==> config.mk <==
export PLATFORM = sky130hd
export DESIGN_NAME = mash2_interleaved
export DESIGN_NICKNAME = d
export VERILOG_FILES = /design/src/rtl/mash2_interleaved.sv
export SDC_FILE = /design/constraint.sdc
export NUM_CORES = 1
export LEC_CHECK = 0
export BUFFER_PORTS_ARGS = -buffer_cell sky130_fd_sc_hd__buf_2
export CAP_MARGIN = 40
export CELL_PAD_IN_SITES_DETAIL_PLACEMENT = 2
export CELL_PAD_IN_SITES_GLOBAL_PLACEMENT = 2
export CORE_MARGIN = 1.5
export CORE_UTILIZATION = 34
export CTS_BUF_LIST = sky130_fd_sc_hd__clkbuf_4 sky130_fd_sc_hd__clkbuf_8
export DETAILED_ROUTE_END_ITERATION = 10
export PLACE_DENSITY = 0.77
export SLEW_MARGIN = 20
export SYNTH_ARGS = -nofsm -noshare
export SYNTH_HDL_FRONTEND = slang
export SYNTH_SLANG_ARGS = --single-unit
==> constraint.sdc <==
create_clock -name clk -period 4 [get_ports clk]
set_clock_uncertainty 0.2 [all_clocks]
set_input_delay 0.2 -clock clk [delete_from_list [all_inputs] [get_ports clk]]
set_output_delay 0.2 -clock clk [all_outputs]
set_load 0.1 [all_outputs]
==> src/rtl/mash2_interleaved.sv <==
module mash2_interleaved #(
  parameter int W = 12
) (
  input  logic                clk,
  input  logic                rst,
  input  logic [W-1:0]        x0,
  input  logic [W-1:0]        x1,
  output logic signed [2:0]   y0,
  output logic signed [2:0]   y1,
  output logic signed [2:0]   y_full,
  output logic                out_valid
);
  localparam int OW = 3;

  logic [W-1:0] acc1, acc2, res0_q, res1_q;
  logic         c1a_q, c1b_q, c2_prev;
  logic [1:0]   vpipe;

  wire [W:0] s1a = {1'b0, acc1} + {1'b0, x0};
  wire [W:0] s1b = {1'b0, s1a[W-1:0]} + {1'b0, x1};
  wire [W:0] s2a = {1'b0, acc2} + {1'b0, res0_q};
  wire [W:0] s2b = {1'b0, s2a[W-1:0]} + {1'b0, res1_q};

  wire [OW-1:0] code0 = OW'(c1a_q) + OW'(s2a[W]) - OW'(c2_prev);
  wire [OW-1:0] code1 = OW'(c1b_q) + OW'(s2b[W]) - OW'(s2a[W]);

  always_ff @(posedge clk) begin
    if (rst) begin
      acc1    <= '0;
      acc2    <= '0;
      res0_q  <= '0;
      res1_q  <= '0;
      c1a_q   <= 1'b0;
      c1b_q   <= 1'b0;
      c2_prev <= 1'b0;
      y0      <= '0;
      y1      <= '0;
      vpipe   <= '0;
    end else begin
      acc1    <= s1b[W-1:0];
      res0_q  <= s1a[W-1:0];
      res1_q  <= s1b[W-1:0];
      c1a_q   <= s1a[W];
      c1b_q   <= s1b[W];
      acc2    <= s2b[W-1:0];
      c2_prev <= s2b[W];
      y0      <= $signed(code0);
      y1      <= $signed(code1);
      vpipe   <= {vpipe[0], 1'b1};
    end
  end

  assign out_valid = vpipe[1];
  assign y_full    = clk ? y0 : y1;
endmodule


==> qor.yml, run 1 <==
status: "finished, final reports clean"
synth-async-reset-ratio_pct: 0
grt_pass1_vias: 3354
drive_gt1_share_pct: 17.89
wl_per_cell_um: 18.88
stdcell_area_um2: 4126
grt_util_all_layers_pct: 20.14
ys_warn_count: 0
io_pins: 36
start_util_pct: 35.14
hold_viol: 0
grt_remaining_overflow: 0
gp_congestion: 0.7987
final_net_count: 519
portBuffers: 35
start_kind: "flip-flop"
syn-num-nets: 464
worst_setup_path_end_kind: "flip-flop"
yosysSeqAreaShare_pct: 27.40
post-dp-hpwl_um: 8016
yosys_most_used_dff: "dfxtp_1"
syn2layout_area_growth_pct: 20.15
final-seq-area_um2: 940.9
crit_type: "reg2reg"
routed_via_density: 5.318
drv_slew: 0
synth_compound_area_share_pct: 23.32
required_ns: 4.10
synth_xor_xnor_area_share_pct: 6.120
fmax_mhz: 256.1
clk_pin_slew_ns: 0.09
hold_ws_ns: 0.01785
synth_mux_area_share_pct: 3.279
synth_top_family_by_area: "compound AO/OA/AOI/OAI gates"
grt_pass1_wl_um: 16720
cp.arrival_ns: 4.00
vias: 3026
routed_wl_um: 10740
tightest_slew_ns: 0.5133
drc: 0
synth_area_leaders: "dfxtp_1, ha_1, nor2_1"
synth-seq-cells: 47
cts_tree: "yes"
fp.dieH_um: 103.5
finalNonFillerCells: 569
grt_max_degree: 30
setup_viol: 0
hold_path.class: "in2reg"
fin_crit_ns: 3.905
synth-edff-count: 0
die_area_um2: 10710
coreArea_um2: 9774
synth_fa_ha_area_share_pct: 22.37
placed_area_um2: 3792
synth_top_cell_by_area: "dfxtp_1"
diodes: 0
yosysTopAreaCellShare_pct: 27.40
clkLatencyLatePin_ns: 0.42
cp_max_fo: 3
first_pass_iters: 4
synth_cells: 379
synth_cell_type_count: 49
maxCapViolations: 0
ant_nets: 0
layout_worst_path_cycle_share_pct: 97.62
rows: 36
multiInputGateArea_um2: 2467
synth_area_um2: 3435
syn_avg_cell_area_um2: 9.062
antenna_found_initial: 0
dp.cells: 544
drt_iter0_markers: 45
yosysMostFrequentCell: "ha_1"
die_w_um: 103.5
synth_common_cells: "ha_1, dfxtp_1, nor2_1, a21oi_1, nor2b_1"
maxSlewHeadroom_pct: 66.02
synth_simple_gate_area_share_pct: 14.90
n_fill_cell: 1067
[cells in the final DEF (no fill, tap or decap), types with 12 or more instances in the layout]
cell     netlist  routed
xor2_1        12      12
nor2_1        45      45
inv_1         13      13
a21oi_1       23      22
o21a_1        12      12
o21ai_0       16      14
ha_1          55      53
buf_2          0      35
dfxtp_1       47      47
a21o_1        14      14
xnor2_1       12      12
nor2b_1       17      17
[critical path, cell delays in order (launching register included)]
cell and delay, ns:
dfxtp_1 0.32, ha_2 0.21, fa_2 0.39, a21oi_2 0.19, o21bai_2 0.11, nor4b_2 0.35, buf_4 0.17, buf_4 0.10
nor3_1 0.04, nand4b_1 0.24, ha_4 0.32, nand2_1 0.08, o21a_1 0.23, ha_1 0.30, inv_1 0.07, ha_1 0.13
inv_1 0.04, ha_1 0.26, nor2_1 0.04
[cell families (layout without fill, tap and decap cells)]
kind of cell             count (synthesis)  in the layout
flip-flops                              47             47
AND/OR/NAND/NOR                        104            104
adder cells (fa/ha/maj)                 59             59
multiplexers                            10             10
buffers and inverters                   21             78
XOR/XNOR                                24             24
AO/OA/AOI/OAI                          114            114
[cell type report]
cell class,count,share of cell area (%)
clock buffers,15,4.215
well taps,133,4.033
repair buffers,49,7.884
clock inverters,1,0.09096
flip-flops and latches,47,22.80
multi-input cells,311,59.79
inverters,13,1.183
[layer usage]
metal	GRT usage (%)	vias up	routed length, um
met4	10.62	0	333
met2	35.05	43	5472
met5	0	-	0
met1	23.64	1472	4673
met3	3.461	21	262
li1	-	1490	-
[final timing paths]
| kind | startpoint | endpoint | slack, ns | cells after the start |
|---|---|---|---|---|
| worst max-delay path | acc2[0]$_SDFF_PP0_ | y1[1]$_SDFF_PP0_ | 0.1 | 18 |
| worst min-delay path | x1[11] | c1b_q$_SDFF_PP0_ | 0.02 | 3 |
| worst max register to register | acc2[0]$_SDFF_PP0_ | y1[1]$_SDFF_PP0_ | 0.1 | 18 |
| worst min register to register | vpipe[0]$_DFF_P_ | vpipe[1]$_SDFF_PP0_ | 0.25 | 1 |
[registers in the layout, summed over array words and instances (netlist names)]
signal   count
res0_q      12
vpipe        2
res1_q      12
y0           3
c2_prev      1
c1b_q        1
y1           3
c1a_q        1
acc2        12
[stage by stage]
step                setup TNS (ns)  setup WS (ns)  util (%)
floorplan                        0         0.2435         -
detailed placement         -0.1360       -0.09040     38.80
global placement                 0        0.05853     38.52
global route               -0.1781        -0.1051     42.22
CTS                              0        0.01270     41.24
finish                           0        0.09534     42.22
[what timing repair did]
item	4_1_cts	5_1_grt
cloned	0	0
setup buffers	0	5
endpoints found under the setup margin	2	5
gates resized for setup	2	13
pin swaps	0	11
hold buffers	7	0
endpoints found under the hold margin	7	0
Power of run 1 is left out: the tool's default activity adds up to more than one toggle a clock period on the data nets, which glitch-free logic cannot reach.
==> inputs of run 2 (changes only) <==
Settings changed: BUFFER_PORTS_ARGS -buffer_cell sky130_fd_sc_hd__buf_2 to unset, CORE_UTILIZATION 34 to 35, DONT_BUFFER_PORTS set to 1, PLACE_DENSITY 0.77 to 0.73.
==> qor.yml, run 2 (same netlist as run 1, synthesis figures left out) <==
rows: 35
maxSlewHeadroom_pct: 56.13
cp_max_fo: 4
finalNonFillerCells: 556
n_fill_cell: 1011
fmax_mhz: 241.0
hold_ws_ns: 0.04169
dp.cells: 510
fin_ws_ns: -0.1502
cts_tree: "yes"
crit_type: "reg2reg"
die_area_um2: 10420
portBuffers: 0
layout_worst_path_cycle_share_pct: 103.8
diodes: 0
die_w_um: 102.1
drive_gt1_share_pct: 15.93
reg.largest.list: "acc2 (12), res0_q (12), res1_q (12)"
dp_slack_ns: -0.08423
wl_per_cell_um: 23.92
drc: 0
clkLatencyLatePin_ns: 0.42
vias: 3165
status: "finished with violations"
grt_pass1_vias: 3342
start_kind: "flip-flop"
setup_viol: 3
coreArea_um2: 9371
first_pass_iters: 4
routed_via_density: 5.692
grt_remaining_overflow: 0
ant_nets: 0
clk_pin_slew_ns: 0.10
maxCapViolations: 0
final_net_count: 511
post-dp-hpwl_um: 7655
hold_path.class: "in2reg"
tightest_slew_ns: 0.6541
drt_iter0_markers: 115
grt_util_all_layers_pct: 22.00
hold_viol: 0
mostFrequentLayoutCells: "ha_1, nor2_1, dfxtp_1, a21oi_1, dlygate4sd3_1"
grt_pass1_wl_um: 17170
required_ns: 4.12
routed_wl_um: 13300
violations: "negative setup slack"
grt_max_degree: 49
cp.arrival_ns: 4.27
finalSetupTns_ns: -0.3092
fp.dieH_um: 102.1
gp_congestion: 0.7628
start_util_pct: 36.65
drv_slew: 0
io_pins: 36
syn2layout_area_growth_pct: 25.39
fin_crit_ns: 4.150
layout_commonest_cell: "ha_1"
worst_setup_path_end_kind: "flip-flop"
antenna_found_initial: 0
[run 2: cell count changes in the layout (fill, tap and decap cells not counted), moves of 2 or more]
cell | before | now
buf_8 | 0 | 7
clkbuf_8 | 11 | 9
buf_2 | 35 | 0
buf_4 | 9 | 16
ha_1 | 53 | 50
ha_4 | 1 | 4
dfxtp_1 | 47 | 43
dfxtp_2 | 0 | 4
dlygate4sd3_1 | 7 | 20
[run 2: critical path: stages, from the launching register on]
cell      delay, ns
dfxtp_1        0.37
ha_2           0.32
o21ai_0        0.21
nor2_1         0.11
o41a_1         0.46
a21boi_2       0.23
xnor2_2        0.15
ha_1           0.39
a21oi_2        0.21
nand2_1        0.14
a31oi_2        0.28
o21a_1         0.20
ha_1           0.24
inv_1          0.06
ha_1           0.13
inv_1          0.04
ha_1           0.26
nor2_1         0.04
[run 2: repair_timing]
action / 4_1_cts / 5_1_grt
hold endpoints to repair: 47 / 0
hold buffers: 21 / 0
resized for setup: 4 / 24
pin swaps: 0 / 18
setup buffers: 0 / 13
cloned: 0 / 0
endpoints found under the setup margin: 2 / 7
[run 2: per-stage QoR]
stage	area, um^2	utilization [%]
after floorplan	3435	-
after global placement	3577	38.17
after CTS	4085	43.59
after global routing	4307	45.95
final	4307	45.95
after detailed placement	3682	39.29
[run 2: layer usage]
layer	vias up	GRT usage [%]	wire, um
li1	1476	-	-
met1	1593	26.60	5687
met2	62	37.95	6712
met3	34	4.720	358
met4	0	8.851	538
met5	-	0	0
[run 2: cell type report]
type / count / area (um^2) / share of cell area, %
clock buffer: 10 / 131.4 / 3.051
timing repair buffer: 44 / 445.4 / 10.34
tap: 129 / 161.4 / 3.748
sequential: 47 / 945.9 / 21.96
multi-input combinational: 311 / 2540 / 58.98
inverter: 13 / 48.80 / 1.133
clock inverter: 2 / 33.78 / 0.7844
[run 2: worst paths after layout]
kind                                      startpoint                    end  slack (ns)  depth (start not counted)
worst max register to register  res0_q[2]$_SDFF_PP0_       y1[1]$_SDFF_PP0_       -0.15                         17
worst min register to register      vpipe[0]$_DFF_P_    vpipe[1]$_SDFF_PP0_        0.28                          1
worst min-delay path                          x0[10]  res0_q[10]$_SDFF_PP0_        0.04                          3
worst max-delay path            res0_q[2]$_SDFF_PP0_       y1[1]$_SDFF_PP0_       -0.15                         17
Power of run 2 is left out for the same reason.
